`src/rtl/pipeMemPkg.sv`:
```
package pipeMemPkg;
  typedef struct packed {
    logic wrEn;   // commit write data into the array
    logic rdEn;   // load the read register
    logic rdOor;  // read is out of range: load zero
  } memStrb_t;
endpackage

```
`src/rtl/pipeMemCtrl.sv`:
```
module pipeMemCtrl
  import pipeMemPkg::*;
#(
  parameter int ADDR_W      = 6,
  parameter int DEPTH       = 16,
  parameter int WAIT_STATES = 1
) (
  input  logic              clk,
  input  logic              rst,
  input  logic              busReq,
  input  logic              busWrite,
  input  logic [ADDR_W-1:0] busAddr,
  output logic              busAck,
  output logic              busErr,
  output memStrb_t          strb
);
  localparam logic [1:0]      WAIT_L = 2'(WAIT_STATES);
  localparam logic [ADDR_W:0] LIMIT  = (ADDR_W+1)'(DEPTH);

  logic [1:0] waitCnt;
  logic       outOfRange;

  assign outOfRange = ({1'b0, busAddr} >= LIMIT);
  assign busAck     = busReq && !rst && (waitCnt == WAIT_L);
  assign busErr     = rst || (busAck && outOfRange);

  always_ff @(posedge clk) begin
    if (rst)              waitCnt <= '0;
    else if (busAck)      waitCnt <= '0;
    else if (busReq)      waitCnt <= waitCnt + 2'd1;
    else                  waitCnt <= '0;
  end

  always_comb begin
    strb.wrEn  = busAck && busWrite && !outOfRange;
    strb.rdEn  = busAck && !busWrite;
    strb.rdOor = outOfRange;
  end

  // with wait states, a request in its first cycle is never acknowledged
  p_no_early_ack_r3: assert property (@(posedge clk) disable iff (rst)
    (WAIT_STATES != 0 && busReq && !$past(busReq)) |-> !busAck);

  // an acknowledge is a single-cycle pulse when wait states are used
  p_single_ack_r3: assert property (@(posedge clk) disable iff (rst)
    (WAIT_STATES != 0 && busAck) |=> !busAck);
endmodule

```
`src/rtl/pipeMemData.sv`:
```
module pipeMemData
  import pipeMemPkg::*;
#(
  parameter int DATA_W = 32,
  parameter int ADDR_W = 6,
  parameter int DEPTH  = 16
) (
  input  logic                clk,
  input  logic                rst,
  input  memStrb_t            strb,
  input  logic [ADDR_W-1:0]   busAddr,
  input  logic [DATA_W/8-1:0] byteEn,
  input  logic [DATA_W-1:0]   wrData,
  output logic [DATA_W-1:0]   rdData
);
  localparam int LANES = DATA_W / 8;
  localparam int IDX_W = (DEPTH > 1) ? $clog2(DEPTH) : 1;

  logic [IDX_W-1:0]  idx;
  logic [DATA_W-1:0] rdWord;

  assign idx = busAddr[IDX_W-1:0];

  for (genvar b = 0; b < LANES; b++) begin : gLane
    logic [7:0] laneMem [DEPTH];

    always_ff @(posedge clk) begin
      if (rst) begin
        for (int i = 0; i < DEPTH; i++) laneMem[i] <= '0;
      end else if (strb.wrEn && byteEn[b]) begin
        laneMem[idx] <= wrData[8*b +: 8];
      end
    end

    assign rdWord[8*b +: 8] = laneMem[idx];
  end

  always_ff @(posedge clk) begin
    if (rst)            rdData <= '0;
    else if (strb.rdEn) rdData <= strb.rdOor ? '0 : rdWord;
  end

  // without a read strobe the read register holds its value
  p_rd_hold_r6: assert property (@(posedge clk) disable iff (rst)
    !strb.rdEn |=> $stable(rdData));

  // a write strobe only ever targets an in-range address
  p_wr_in_range_r8: assert property (@(posedge clk) disable iff (rst)
    strb.wrEn |-> (int'(busAddr) < DEPTH));
endmodule

```
`src/rtl/pipeMemSlave.sv`:
```
module pipeMemSlave
  import pipeMemPkg::*;
#(
  parameter int DATA_W      = 32,
  parameter int ADDR_W      = 6,
  parameter int DEPTH       = 16,
  parameter int WAIT_STATES = 1
) (
  input  logic                clk,
  input  logic                rst,
  input  logic                busReq,
  input  logic                busWrite,
  input  logic [DATA_W/8-1:0] byteEn,
  input  logic [ADDR_W-1:0]   busAddr,
  input  logic [DATA_W-1:0]   wrData,
  output logic                busAck,
  output logic [DATA_W-1:0]   rdData,
  output logic                busErr
);
  memStrb_t strb;

  pipeMemCtrl #(
    .ADDR_W(ADDR_W), .DEPTH(DEPTH), .WAIT_STATES(WAIT_STATES)
  ) uCtrl (
    .clk(clk), .rst(rst), .busReq(busReq), .busWrite(busWrite),
    .busAddr(busAddr), .busAck(busAck), .busErr(busErr), .strb(strb)
  );

  pipeMemData #(
    .DATA_W(DATA_W), .ADDR_W(ADDR_W), .DEPTH(DEPTH)
  ) uData (
    .clk(clk), .rst(rst), .strb(strb), .busAddr(busAddr),
    .byteEn(byteEn), .wrData(wrData), .rdData(rdData)
  );

  // outside reset the error flag only appears with an acknowledge
  p_err_with_ack_r7: assert property (@(posedge clk) disable iff (rst)
    busErr |-> busAck);

  // idle cycle carries neither acknowledge nor error
  p_idle_quiet_r2: assert property (@(posedge clk) disable iff (rst)
    !busReq |-> (!busAck && !busErr));
endmodule

```
`config.mk`:
```
export PLATFORM = sky130hd
export DESIGN_NAME = pipeMemSlave
export DESIGN_NICKNAME = d
export VERILOG_FILES = /design/src/rtl/pipeMemPkg.sv /design/src/rtl/pipeMemCtrl.sv /design/src/rtl/pipeMemData.sv /design/src/rtl/pipeMemSlave.sv
export SDC_FILE = /design/constraint.sdc
export NUM_CORES = 1
export LEC_CHECK = 0
export BUFFER_PORTS_ARGS = -buffer_cell sky130_fd_sc_hd__buf_2
export CORE_MARGIN = 3
export CORE_UTILIZATION = 55
export CTS_CLUSTER_SIZE = 20
export DETAILED_ROUTE_END_ITERATION = 12
export PLACE_DENSITY = 0.72
export SETUP_SLACK_MARGIN = 0.4
export SYNTH_ARGS = -nofsm -noshare
export SYNTH_HDL_FRONTEND = slang
export SYNTH_SLANG_ARGS = --single-unit
```
`constraint.sdc`:
```
create_clock -name clk -period 4.2 [get_ports clk]
set_input_delay 1.05 -clock clk [delete_from_list [all_inputs] [get_ports clk]]
set_output_delay 1.05 -clock clk [all_outputs]
set_load 0.005 [all_outputs]
```
==> metrics.md <==
| Metric | Value |
|---|---|
| Run status | complete, no violations |
| Classification of the worst setup path | in2out |
| Minimum clock period after layout | 3.69 ns |
| Net count of the finished layout | 1,693 |
| Warning count from the yosys run | 0 |
| Number of cells on the worst reg-to-reg path | 5 |
| Post-route DRC violation count | 0 |
| DRT iter0 DRCs | approximately 1,100 |
| Starting Density | between 50% and 60% |
| Area of all placed cells without fillers | 0.0289 mm^2 |
| Slew at the pin closest to its max-slew limit | 0.939 ns |
| Clock network latency to the later pin of the worst-skew pair | just over 0.6 ns |
| Routability congestion estimate | 0.797 |
| Total wirelength of the detailed-routed design | 59.2 mm |
| Number of global-route vias before repair | between 10,000 and 15,000 |
| # IOs | 80 |
| Post-Syn Instances | about 1,600 |
| Pre-CTS setup slack | roughly 0.52 ns |
| Classification of the worst-slack hold path | reg2reg |
| Pin count of the biggest net entering global routing | 59 |
| Final ANT Viol Nets | 0 |
| Worst hold path stage count | 1 |
| Kind of cell with the highest combined delay on the critical path | buffers and inverters |
| Quantity of gates resized following cts | 0 |
| Sequence of cells on the critical path | buf_2 > nand3b_1 > buf_4 > inv_1 > buf_2 |
| Most used flip-flop cell after synthesis | sky130_fd_sc_hd__edfxtp_1 |
| Die outline height | 224 um |
| Drt wl/cell | 25.8 um |
| Global-route wire length before repair | 90.2 mm |
| Port buffer count | between 70 and 80 |
| Fmax | roughly 0.27 GHz |
| Most used cell along the critical path | sky130_fd_sc_hd__buf_2 |
| Crit path depth | 5 |
| Required time reported for the critical path endpoint | ~3.2 ns |
| Crit path buffers/inverters | 4 |
| Final core area utilization | 61.6% |
| Master cell of the clock root buffer | sky130_fd_sc_hd__clkbuf_16 |
| H-Tree Depth | 2 |
| Sum of overflow across all layers after global routing | 0 |
| FFs w/ async S/R, synth | 0% |
| Vias per cell | around 6.0 |
| Syn_nets | around 1,600 |
| Number of buffers added by the clock tree synthesis step | 56 |
| Critical Path Sink Type | primary output |
| Count of hold buffers inserted by post-cts repair | 0 |
| P&R area growth vs syn | 10.0% |
| Delay of the slowest critical-path stage | approximately 0.8 ns |
| Total power | about 12 mW |
| Tot GR Track Use | 24.0% |
| Peak supply drop | between 0.0003 and 0.0004 V |
| Slowest stage cell, crit path | sky130_fd_sc_hd__buf_4 |
| Post-synth cell types | 30 |
| Post-Route Hold Slack | between 0.4 and 0.5 ns |
| Finish-stage setup viols | 0 |
| Area inside the core boundary | 0.0469 mm^2 |
| Final number of max-transition violations | 0 |
| Final worst-path cycle share | roughly 90% |
| Number of buffers on the longest clock path | 3 |
| Cell Area, Synth | about 0.026 mm^2 |
| Maximum Capacitance Violations | 0 |
| First-pass DRT Iterations | 5 |
| Antenna violations before repair | 4 |
| Number of sinks handled by clock tree synthesis | about 550 |
| Count of flip-flops with a built-in enable after synthesis | around 510 |
| TritonCTS clock tree | done |
| Post-synthesis area per instance | ~17 um^2 |
| Setup repair after global routing missed its margin | false |
| Placement row count | just under 80 |
| Final hold violations | 0 |
| Final clock skew | 0.0123 ns |
| Area share of the leading cell type in the synthesized netlist | between 50 and 60% |
| Setup_tns | 0 ns |
| Top cell type by total area after synthesis | sky130_fd_sc_hd__edfxtp_1 |
| Leading post-synthesis cells by cell area | sky130_fd_sc_hd__edfxtp_1 59%, sky130_fd_sc_hd__and2_1 12%, sky130_fd_sc_hd__mux4_2 11%, sky130_fd_sc_hd__nor4_4 5.0%, sky130_fd_sc_hd__dfxtp_1 2.6% |
| Leakage power | approximately 11 nW |
| Routed via count | between 10,000 and 15,000 |
| Width of the chip | approximately 220 um |
| Number of post-CTS setup repair buffers | 0 |
| Most frequent cells after synthesis | 512 x sky130_fd_sc_hd__and2_1, 512 x sky130_fd_sc_hd__edfxtp_1, 128 x sky130_fd_sc_hd__mux4_2, 64 x sky130_fd_sc_hd__mux2i_1, 62 x sky130_fd_sc_hd__nor4_4 |
| Setup slack after layout | between 0.5 and 0.6 ns |
| Worst endpoint data arrival time | around 2.6 ns |
| Area post-placement | about 0.027 mm^2 |
| Slew headroom | 37.4% |
| Sequential cell area fraction in the yosys report | just over 60% |
| Number of cells after detailed placement | ~2,200 |
| Power density cells | approximately 410 mW/mm^2 |
| Ratio of cells with drive above 1 in the final layout | roughly 29% |
| Clock-pin slew on the worst setup and hold paths | approximately 0.06 ns |
| Number of non-filler instances in the completed layout | ~2,300 |
| Die area | 0.0504 mm^2 |
| Critical-path maximum fanout | 33 |
| #FFs+latches synth | ~550 |
| Layout filler cell count | 3,403 |
| Critical Path Source Type | input pin |
| Half-perimeter wire length after detailed placement | 39.0 mm |
[routing by layer]
layer,routed length (um),vias to the layer above,track usage [%]
met3,3240,87,3.41
met5,7,-,0
met1,24600,7046,32.7
li1,-,6145,-
met4,1330,2,7.16
met2,30100,435,40.6
[final cells by class]
type                       instances  area (um^2)  share of cell area [%]
timing repair buffer             113          694                    2.41
clock inverter                    38          342                    1.18
antenna                            1         2.50                 0.00867
sequential                       546        16100                    55.6
clock buffer                      65         1460                    5.05
inverter                           6         22.5                  0.0780
multi-input combinational        923         9540                    33.0
tap                              607          759                    2.63
[path summary, 6_finish.rpt]
path	startpoint	endpoint	slack, ns
worst max-delay path	busReq	busAck	0.51
worst min-delay path	uCtrl.waitCnt[0]$_SDFF_PP0_	uCtrl.waitCnt[0]$_SDFF_PP0_	0.42
worst max register to register	uCtrl.waitCnt[0]$_SDFF_PP0_	uData.gLane[3].laneMem[7][7]$_SDFFCE_PN0P_	1.51
worst min register to register	uCtrl.waitCnt[0]$_SDFF_PP0_	uCtrl.waitCnt[0]$_SDFF_PP0_	0.42
[state kept, by name (all words and copies together) (netlist names)]
signal / cells
uData.gLane.laneMem: 512
uData.rdData: 32
uCtrl.waitCnt: 2
[cells in the final DEF, fill, tap and decap left out, drive strengths merged, types with 3 or more instances in the layout]
master,netlist,final
clkinv,0,27
or2,64,64
nand3b,33,33
buf,64,113
nor4,64,64
nand4b,4,4
or4b,5,5
bufinv,0,6
nand4bb,7,7
and2,512,512
mux4,128,128
o221ai,32,32
dfxtp,34,34
nor2,3,3
clkbuf,49,65
edfxtp,512,512
inv,6,9
mux2i,64,64
[kinds of logic (layout without fill, tap and decap cells)]
kind of cell    after synthesis  in the layout  synth area share [%]
mux                         192            192                  13.4
compound gates               33             33                  1.84
other cells                   0              1                     0
buf+inv                     119            222                  2.51
flops                       546            546                  61.2
simple gates                697            697                  21.0
fa+ha+maj                     1              1                0.0477
[power by group]
part           leakage [nW]  internal (mW)  switching, mW
Clock                 0.885           2.84           2.07
Sequential             5.57           6.10         0.0547
Combinational          4.24          0.268          0.483
Total                  10.7           9.21           2.61
Note: power is estimated with default switching activity, not from simulation.
